[config.mk]
export PLATFORM = sky130hd
export DESIGN_NAME = cost_victim_sel
export DESIGN_NICKNAME = d
export VERILOG_FILES = /design/src/rtl/cvs_pkg.sv /design/src/rtl/cvs_lfsr.sv /design/src/rtl/cvs_recency.sv /design/src/rtl/cvs_pick.sv /design/src/rtl/cost_victim_sel.sv
export SDC_FILE = /design/constraint.sdc
export NUM_CORES = 1
export LEC_CHECK = 0
export BUFFER_PORTS_ARGS = -buffer_cell sky130_fd_sc_hd__buf_2
export CORE_UTILIZATION = 40
export CTS_BUF_LIST = sky130_fd_sc_hd__clkbuf_4 sky130_fd_sc_hd__clkbuf_8
export DETAILED_ROUTE_END_ITERATION = 12
export HOLD_SLACK_MARGIN = 0.02
export PLACE_DENSITY = 0.63
export SYNTH_ARGS = -nofsm -noshare
export SYNTH_HDL_FRONTEND = slang
export SYNTH_SLANG_ARGS = --single-unit
[constraint.sdc]
create_clock -name clk -period 6.35 [get_ports clk]
set_input_delay 1.27 -clock clk [delete_from_list [all_inputs] [get_ports clk]]
set_output_delay 1.27 -clock clk [all_outputs]
set_load 0.05 [all_outputs]
[src/rtl/cvs_pkg.sv]
package cvs_pkg;
    typedef enum logic [0:0] {
        SEL_IDLE   = 1'b0,
        SEL_REPORT = 1'b1
    } sel_state_e;
endpackage

[src/rtl/cvs_lfsr.sv]
module cvs_lfsr #(
    parameter int          LFSR_W = 16,
    parameter int          OUT_W  = 3,
    parameter logic [15:0] TAPS   = 16'hB400,
    parameter logic [15:0] SEED   = 16'hACE1
) (
    input  logic             clk,
    input  logic             rst_n,
    input  logic             step,
    output logic [OUT_W-1:0] rnd
);
    logic [LFSR_W-1:0] state_q;
    logic [LFSR_W-1:0] state_d;

    always_comb begin
        state_d = {1'b0, state_q[LFSR_W-1:1]};
        if (state_q[0]) begin
            state_d = state_d ^ TAPS[LFSR_W-1:0];
        end
    end

    always_ff @(posedge clk) begin
        if (!rst_n) begin
            state_q <= SEED[LFSR_W-1:0];
        end else if (step) begin
            state_q <= state_d;
        end
    end

    assign rnd = state_q[OUT_W-1:0];
endmodule

[src/rtl/cvs_recency.sv]
module cvs_recency #(
    parameter int WAYS = 8,
    parameter int SETS = 16,
    localparam int WAY_W = $clog2(WAYS),
    localparam int SET_W = $clog2(SETS)
) (
    input  logic             clk,
    input  logic             rst_n,
    input  logic             touch_valid,
    input  logic [SET_W-1:0] touch_set,
    input  logic [WAY_W-1:0] touch_way,
    input  logic [SET_W-1:0] rd_set,
    output logic [WAY_W-1:0] lru_way
);
    localparam logic [WAY_W-1:0] OLDEST = WAY_W'(WAYS - 1);

    logic [WAY_W-1:0] age_q [SETS][WAYS];

    for (genvar s = 0; s < SETS; s++) begin : g_set
        logic hit_here;
        logic [WAY_W-1:0] touched_age;
        assign hit_here    = touch_valid && (touch_set == SET_W'(s));
        assign touched_age = age_q[s][touch_way];

        always_ff @(posedge clk) begin
            if (!rst_n) begin
                for (int w = 0; w < WAYS; w++) begin
                    age_q[s][w] <= WAY_W'(w);
                end
            end else if (hit_here) begin
                for (int w = 0; w < WAYS; w++) begin
                    if (touch_way == WAY_W'(w)) begin
                        age_q[s][w] <= '0;
                    end else if (age_q[s][w] < touched_age) begin
                        age_q[s][w] <= age_q[s][w] + WAY_W'(1);
                    end
                end
            end
        end
    end

    always_comb begin
        lru_way = '0;
        for (int w = WAYS - 1; w >= 0; w--) begin
            if (age_q[rd_set][w] == OLDEST) begin
                lru_way = WAY_W'(w);
            end
        end
    end
endmodule

[src/rtl/cvs_pick.sv]
module cvs_pick #(
    parameter int WAYS   = 8,
    parameter int COST_W = 5,
    localparam int WAY_W = $clog2(WAYS)
) (
    input  logic [WAYS*COST_W-1:0] way_cost,
    input  logic [WAYS-1:0]        way_conf,
    input  logic [WAYS-1:0]        way_valid,
    input  logic [COST_W-1:0]      threshold,
    input  logic [WAY_W-1:0]       rot,
    input  logic [WAY_W-1:0]       lru_way,
    output logic [WAY_W-1:0]       victim
);
    logic [WAYS-1:0]   cheap;
    logic [2*WAYS-1:0] doubled;
    logic [WAYS-1:0]   rotated;
    logic [WAY_W-1:0]  first_empty;
    logic [WAY_W-1:0]  first_rot;
    logic              any_empty;
    logic              any_cheap;

    for (genvar w = 0; w < WAYS; w++) begin : g_class
        assign cheap[w] = way_valid[w] && way_conf[w] &&
                          (way_cost[w*COST_W +: COST_W] > threshold);
    end

    assign doubled   = {cheap, cheap};
    assign rotated   = WAYS'(doubled >> rot);
    assign any_empty = ~&way_valid;
    assign any_cheap = |cheap;

    always_comb begin
        first_empty = '0;
        first_rot   = '0;
        for (int w = WAYS - 1; w >= 0; w--) begin
            if (!way_valid[w]) begin
                first_empty = WAY_W'(w);
            end
            if (rotated[w]) begin
                first_rot = WAY_W'(w);
            end
        end
    end

    always_comb begin
        if (any_empty) begin
            victim = first_empty;
        end else if (any_cheap) begin
            victim = first_rot + rot;
        end else begin
            victim = lru_way;
        end
    end
endmodule

[src/rtl/cost_victim_sel.sv]
module cost_victim_sel
    import cvs_pkg::*;
#(
    parameter int WAYS   = 8,
    parameter int SETS   = 16,
    parameter int COST_W = 5,
    localparam int WAY_W = $clog2(WAYS),
    localparam int SET_W = $clog2(SETS)
) (
    input  logic                   clk,
    input  logic                   rst_n,
    input  logic                   req_valid,
    input  logic [SET_W-1:0]       req_set,
    input  logic [WAYS*COST_W-1:0] way_cost,
    input  logic [WAYS-1:0]        way_conf,
    input  logic [WAYS-1:0]        way_valid,
    input  logic [COST_W-1:0]      threshold,
    input  logic                   touch_valid,
    input  logic [SET_W-1:0]       touch_set,
    input  logic [WAY_W-1:0]       touch_way,
    output logic                   done,
    output logic [WAY_W-1:0]       victim_way
);
    sel_state_e       state_q;
    sel_state_e       state_d;
    logic [WAY_W-1:0] rnd_w;
    logic [WAY_W-1:0] lru_way_w;
    logic [WAY_W-1:0] pick_w;
    logic [WAY_W-1:0] victim_q;

    cvs_lfsr #(.LFSR_W(16), .OUT_W(WAY_W)) u_lfsr (
        .clk   (clk),
        .rst_n (rst_n),
        .step  (req_valid),
        .rnd   (rnd_w)
    );

    cvs_recency #(.WAYS(WAYS), .SETS(SETS)) u_rec (
        .clk         (clk),
        .rst_n       (rst_n),
        .touch_valid (touch_valid),
        .touch_set   (touch_set),
        .touch_way   (touch_way),
        .rd_set      (req_set),
        .lru_way     (lru_way_w)
    );

    cvs_pick #(.WAYS(WAYS), .COST_W(COST_W)) u_pick (
        .way_cost  (way_cost),
        .way_conf  (way_conf),
        .way_valid (way_valid),
        .threshold (threshold),
        .rot       (rnd_w),
        .lru_way   (lru_way_w),
        .victim    (pick_w)
    );

    always_comb begin
        state_d = state_q;
        unique case (state_q)
            SEL_IDLE:   state_d = req_valid ? SEL_REPORT : SEL_IDLE;
            SEL_REPORT: state_d = req_valid ? SEL_REPORT : SEL_IDLE;
        endcase
    end

    always_ff @(posedge clk) begin
        if (!rst_n) begin
            state_q <= SEL_IDLE;
        end else begin
            state_q <= state_d;
        end
    end

    always_ff @(posedge clk) begin
        if (!rst_n) begin
            victim_q <= '0;
        end else if (req_valid) begin
            victim_q <= pick_w;
        end
    end

    assign done       = (state_q == SEL_REPORT);
    assign victim_way = victim_q;
endmodule

## Word level (Yosys, flattened, before mapping)

Memories as Yosys holds them, arrays and structs flattened.
Index checks and enable logic that the tools add are counted.

- Register bits after elaboration: 20
- Bits in writable memories: 384
- Input bits: 76
- Output and inout bits: 4
- Word-level logic and storage cells: 1960
- Memories kept: 1

Memories:

| memory | depth | bits a word | rd ports | clocked after Yosys merged registers in | wr ports | RTL line | RTL |
|---|---|---|---|---|---|---|---|
| u_rec.age_q | 16 | 24 | 17 | 0 | 16 | cvs_recency.sv:17 | `logic [WAY_W-1:0] age_q [SETS][WAYS];` |

- Add/subtract/negate cells: 129
- Magnitude comparators: 137
- Eq/ne operators: 30
- Shift operators: 1
- Mux-type cells: 1365
- Bitwise operators: 258
- Reductions and logical operators: 36

Operators by type and width:

| operator | count |
|---|---|
| $mux W1 | 1034 |
| $mux W3 | 314 |
| $add A3 B1 Y3 const B | 128 |
| $lt A3 B3 Y1 | 128 |
| $or A1 B1 Y1 | 256 |
| $bmux W3 S3 | 16 |
| $gt A5 B5 Y1 | 8 |
| $eq A3 B3 Y1 const B | 12 |
| $eq A4 B4 Y1 const B | 8 |
| $logic_and A1 B1 Y1 | 32 |
| $eq A4 B3 Y1 const B | 4 |
| $mux W16 | 1 |
| $shr A16 B3 Y8 | 1 |
| $eq A4 B2 Y1 const B | 2 |
| $not A3 Y4 | 2 |
| $reduce_and A8 Y1 | 1 |
| $reduce_or A8 Y1 | 1 |
| $eq A3 B2 Y1 const B | 2 |
| $eq A4 B1 Y1 const B | 1 |
| $ge A4 B4 Y1 const B | 1 |
| $logic_not A4 Y1 | 1 |
| $add A3 B3 Y3 | 1 |
| $eq A3 B1 Y1 const B | 1 |
| $logic_not A3 Y1 | 1 |

## Logic depth before layout (Yosys ltp)

- Word-level depth: 14
- Mapped depth: 17
- Depth with buffers taken out: 17

## Hierarchy

From an unflattened synthesis, not the netlist that was laid out.

- Cells, all modules: 2846
- Area total of the unflattened synthesis: 32240.9 µm²

By module, submodules not included:

| module | instances | cells each | area an instance (µm²) | sequential area each (µm²) |
|---|---|---|---|---|
| cvs_recency | 1 | 2588 | 29869.9 | 11531.1 |
| cvs_pick | 1 | 188 | 1580.3 | 0.0 |
| cvs_lfsr | 1 | 59 | 654.4 | 320.3 |
| cost_victim_sel | 1 | 11 | 136.4 | 80.1 |

## Worst setup path before layout

No wires, ideal clock.

- Kind: input to register
- From: in touch_way[0]
- To: mem u_rec.age_q[2][18] (netlist bit) (enable)
- Setup time: 334 ps
- Arrival time: 4598 ps
- Data required time: 6016 ps
- Setup slack: 1418 ps
- Stages: 12
- Path buffers: 5
- Cell sequence: buf_4 -> buf_12 -> buf_12 -> buf_6 -> clkbuf_1 -> mux4_2 -> mux2i_1 -> ha_1 -> o21a_1 -> o21a_1 -> or4_1 -> o211ai_1

RTL lines:

| what | RTL line | RTL |
|---|---|---|
| start: declaration | cost_victim_sel.sv:20 | `input logic [WAY_W-1:0] touch_way,` |
| end: declaration | cvs_recency.sv:17 |  |

## Worst setup path after layout

- From: in threshold[2]
- To: reg victim_q[1], in the netlist victim_way[1]

- Word-level cells in the longest chain between the ends: 14
- Elaborated cells on any way between the ends: 29
- Those cells by class: add/sub: 1; order compare: 8; shift: 1; mux: 10; reduce/logical: 9

RTL lines:

| what | RTL line | RTL |
|---|---|---|
| start: declaration | cost_victim_sel.sv:17 | `input logic [COST_W-1:0] threshold,` |
| $gt A5 B5 Y1 | cvs_pick.sv:24 | `(way_cost[w*COST_W +: COST_W] > threshold);` |
| $logic_and A1 B1 Y1 | cvs_pick.sv:23 | `assign cheap[w] = way_valid[w] && way_conf[w] &&` |
| $shr A16 B3 Y8 | cvs_pick.sv:28 | `assign rotated = WAYS'(doubled >> rot);` |
| $mux W3 (8 in a row) | cvs_pick.sv:39 | `if (rotated[w]) begin` |
| $add A3 B3 Y3 | cvs_pick.sv:49 | `victim = first_rot + rot;` |
| $mux W3 * | cvs_pick.sv:48 | `end else if (any_cheap) begin` |
| $mux W3 * | cvs_pick.sv:46 | `if (any_empty) begin` |
| end signal: assignment | cost_victim_sel.sv:78 | `victim_q <= pick_w;` |
| end: declaration | cost_victim_sel.sv:29 | `logic [WAY_W-1:0] victim_q;` |

Every way passes the cells marked *; elsewhere a longest branch is shown, timed or not.
A chain may end at the register's enable or synchronous reset.

==> summary.md <==
| Metric | Value |
|---|---|
| R2r setup slk | between 2 and 3 ns |
| Post-Synth XOR/XNOR Area | 3.658% |
| Syn_nets | 3,398 |
| IO Pins | 80 |
| Die ar. | ~80,000 sq um |
| Proportion of synthesized area in mux cells | between 10% and 20% |
| Share of cells above drive strength 1 | 14.18% |
| Resized Gates After CTS | 0 |
| Post-route ant nets | 0 |
| Initial drt markers | 2,241 |
| Seq/Total Area, Yosys | 37.75% |
| Final Skew | ~0.039 ns |
| Seq cells post-synth | 404 |
| Area after detailed placement | 33,060 sq um |
| WL final | between 90,000 and 100,000 um |
| Root Buffer | clkbuf_8 |
| Antenna violations before repair | 2 |
| Fillers | approximately 7.4k |
| Ys flop type | edfxtp_1 |
| Slew margin rel. | 18.62% |
| Period utilisation layout | approximately 68% |
| GRT Total Usage | 22.98% |
| Area of the core | 77,850 sq um |
| Total grt overflow | 0 |
| Combinational family with the most area after synthesis | adder cells |
| Crit path launch | threshold[2] |
| Worst reg2reg endpoint | victim_way[1]$_SDFFE_PN0P_ |
| Hold Path Origin | u_lfsr.state_q[7]$_SDFFE_PN1P_ |
| FMAX | between 0.2 and 0.25 GHz |
| Hold endpoint | u_lfsr.state_q[7]$_SDFFE_PN1P_ |
| Drt via density | between 6 and 7 |
| Post-route DRC | 0 |
| TritonRoute pass-1 iters | 6 |
| Worst r2r src | u_lfsr.state_q[1]$_SDFFE_PN0P_ |
| Initial Util | between 40% and 50% |
| EDFF count, synth | ~380 |
| Worst-Skew Late Latency | between 0.6 and 0.7 ns |
| Power Dens Cells | just under 200 nW/um^2 |
| Leak pwr | ~12 nW |
| Nets | 3,466 |
| FP Rows | 102 |
| Number of antenna diodes | 0 |
| Outcome | completed |
| Mapped Cells | about 2.9k |
| Post-CTS Setup Bufs | 0 |
| RSZ-0062 raised after global routing | no |
| Max-Cap Viols | 0 |
| WP data arrival | roughly 4.9 ns |
| Worst vdd ir | about 0.00015 V |
| Worst R2R Path Depth | 13 |
| GRT met2 Usage | roughly a third |
| Total power | between 6 and 7 mW |
| Vias in the first global route | 23.68k |
| Met1 usage in global routing | between 30% and 40% |
| RePlAce Congestion | 0.9023 |
| Clk sink count | 404 |
| Final setup fails | 0 |
| Synth Area in Adders | ~17% |
| Critical path startpoint category | primary input |
| Hold Path Class | reg2reg |
| Post-synthesis async set-or-reset flop share | 0% |
| Max-slew violations | 0 |
| Commonest non-fill, non-tap cells in the layout | 425 x ha_1, 384 x edfxtp_1, 254 x nor2_1 |
| Final period demand of the worst path | about 4.3 ns |
| Synth Area in Compound Gates | 15.35% |
| Largest net degree at the start of global routing | 59 |
| Via count | ~25k |
| CP Class | in2reg |
| Cell variety after synth | 83 |
| TNS Setup | 0 ns |
| DP HPWL | 62,610 um |
| Crit-path max FO | 8 |
| Port bufs | 79 |
| Grt peak-use layer | met2 |
| Simple-Gate Fraction of Synth Area | approximately 13% |
| CTS tree | yes |
| Commonest non-fill, non-tap cell in the layout | ha_1 |
| Yosys warns | 0 |
| Worst-path clk slew | 0.06 ns |
| First-pass GRT wire length | around 140,000 um |
| CP Data Required Time | about 7 ns |
| M3 GR Usage | under 10% |
| Clock H-tree levels | 3 |
| CP Capture Type | register |
| WL per Instance | roughly 23 um |
| Design Area, Final | approximately 35,000 sq um |
| Number of buffers created by CTS | 75 |
| Synthesized area | 31,610 sq um |
| Bufs on Longest Clock Path | 3 |
| Final core utilization | between 40% and 50% |
| Final hold vios | 0 |
| Worst Hold Path Cells | 2 |
| Die height | 283.1 um |
| Area Overhead vs Synth | 9.315% |
| Die X | 283.1 um |
| Post-Syn Area per Cell | between 10 and 15 sq um |
| Worst slew pin tran | 1.219 ns |
| Hold-fix buffers, CTS | 0 |
==> worst max-delay path, cell delays in order <==
cell and delay [ns]:
buf_2 0.10, inv_1 0.25, ha_1 0.32, a21o_1 0.19
a21o_1 0.17, a221o_1 0.33, nand2_1 0.14, o21ai_2 0.11
mux4_2 0.50, a2111o_1 0.39, o21a_1 0.12, ha_1 0.17
inv_1 0.06, fa_1 0.40, o22ai_1 0.18, a31oi_1 0.10
a21oi_1 0.15
==> metrics by stage <==
step           setup WS (ns)  hold WS [ns]  std cells
2_1_floorplan          1.418        0.4413       2896
3_3_place_gp           1.403        0.4575       3927
3_5_place_dp           1.367        0.4627       3927
4_1_cts                2.077        0.4788       4065
5_1_grt                1.691        0.5036       4065
6_report               2.011        0.4726       4065
==> cells by family after synthesis <==
group,after synthesis
multiplexers,182
AND/OR/NAND/NOR,816
flip-flops,404
AO/OA/AOI/OAI,702
buffers and inverters,233
adder cells (fa/ha/maj),427
XOR/XNOR,132
==> sequential cells by signal, indices dropped and copies added (netlist names) <==
| register | flops |
|---|---|
| u_lfsr.state_q | 16 |
| victim_way | 3 |
| u_rec.age_q | 384 |
| done | 1 |
==> cell usage after synthesis, drive strengths merged, types with 6 or more instances <==
master   count  area share [%]
a2111oi     20            0.84
a211o        7            0.19
a21o         8            0.19
a21oi      121             1.9
a22oi        9            0.21
a31oi        9            0.18
a32oi        6            0.17
and2        21            0.42
and3        46            0.91
buf         61             1.3
clkbuf      89             1.1
dfxtp       20             1.3
edfxtp     384              36
ha         425              17
inv         80            0.95
mux2i       73             2.7
mux4       104             7.4
nand2      154             1.8
nand2b      22            0.44
nand3       69             1.2
nand3b       7            0.17
nand4       68             1.4
nand4b      16            0.44
nor2       255             3.0
nor3       109             1.7
nor4         9            0.20
o211ai     134             3.2
o21a       117             2.8
o21ai      170             2.7
o22a        62             1.7
or3         15            0.30
or4          8            0.19
xnor2      101             2.8
xor2        31            0.86
==> per-layer routing <==
metal  up-vias  wire [um]
met1     12040      40610
met5         -         25
met4         4       3192
li1      11480          -
met2       996      40790
met3       189       7627
==> how the worst max path moves through the flow <==
stage,end,slack [ns],depth (start not counted)
CTS,victim_way[1]$_SDFFE_PN0P_,2.08,17
global placement,victim_way[1]$_SDFFE_PN0P_,1.40,17
global route,victim_way[1]$_SDFFE_PN0P_,1.69,18
finish,victim_way[1]$_SDFFE_PN0P_,2.01,17
detailed placement,victim_way[1]$_SDFFE_PN0P_,1.37,17
floorplan,u_rec.age_q[2][18]$_DFFE_PP_,1.42,12
==> where the power goes <==
part / internal (mW) / switching (mW) / leakage, nW
Sequential: 2.98 / 0.0877 / 3.48
Clock: 1.38 / 1.21 / 0.777
Combinational: 0.448 / 0.672 / 8.20
Total: 4.81 / 1.97 / 12.5
==> final cells by class <==
cell class	instances	area, sq um	area share, %
repair buffers	141	897.1	2.597
multi-input cells	2259	18600	53.85
flip-flops and latches	404	11930	34.53
inverters	83	325.3	0.9416
well taps	1040	1301	3.766
clock buffers	98	1224	3.542
clock inverters	40	266.5	0.7714
Power figures use the tool's default switching activity.
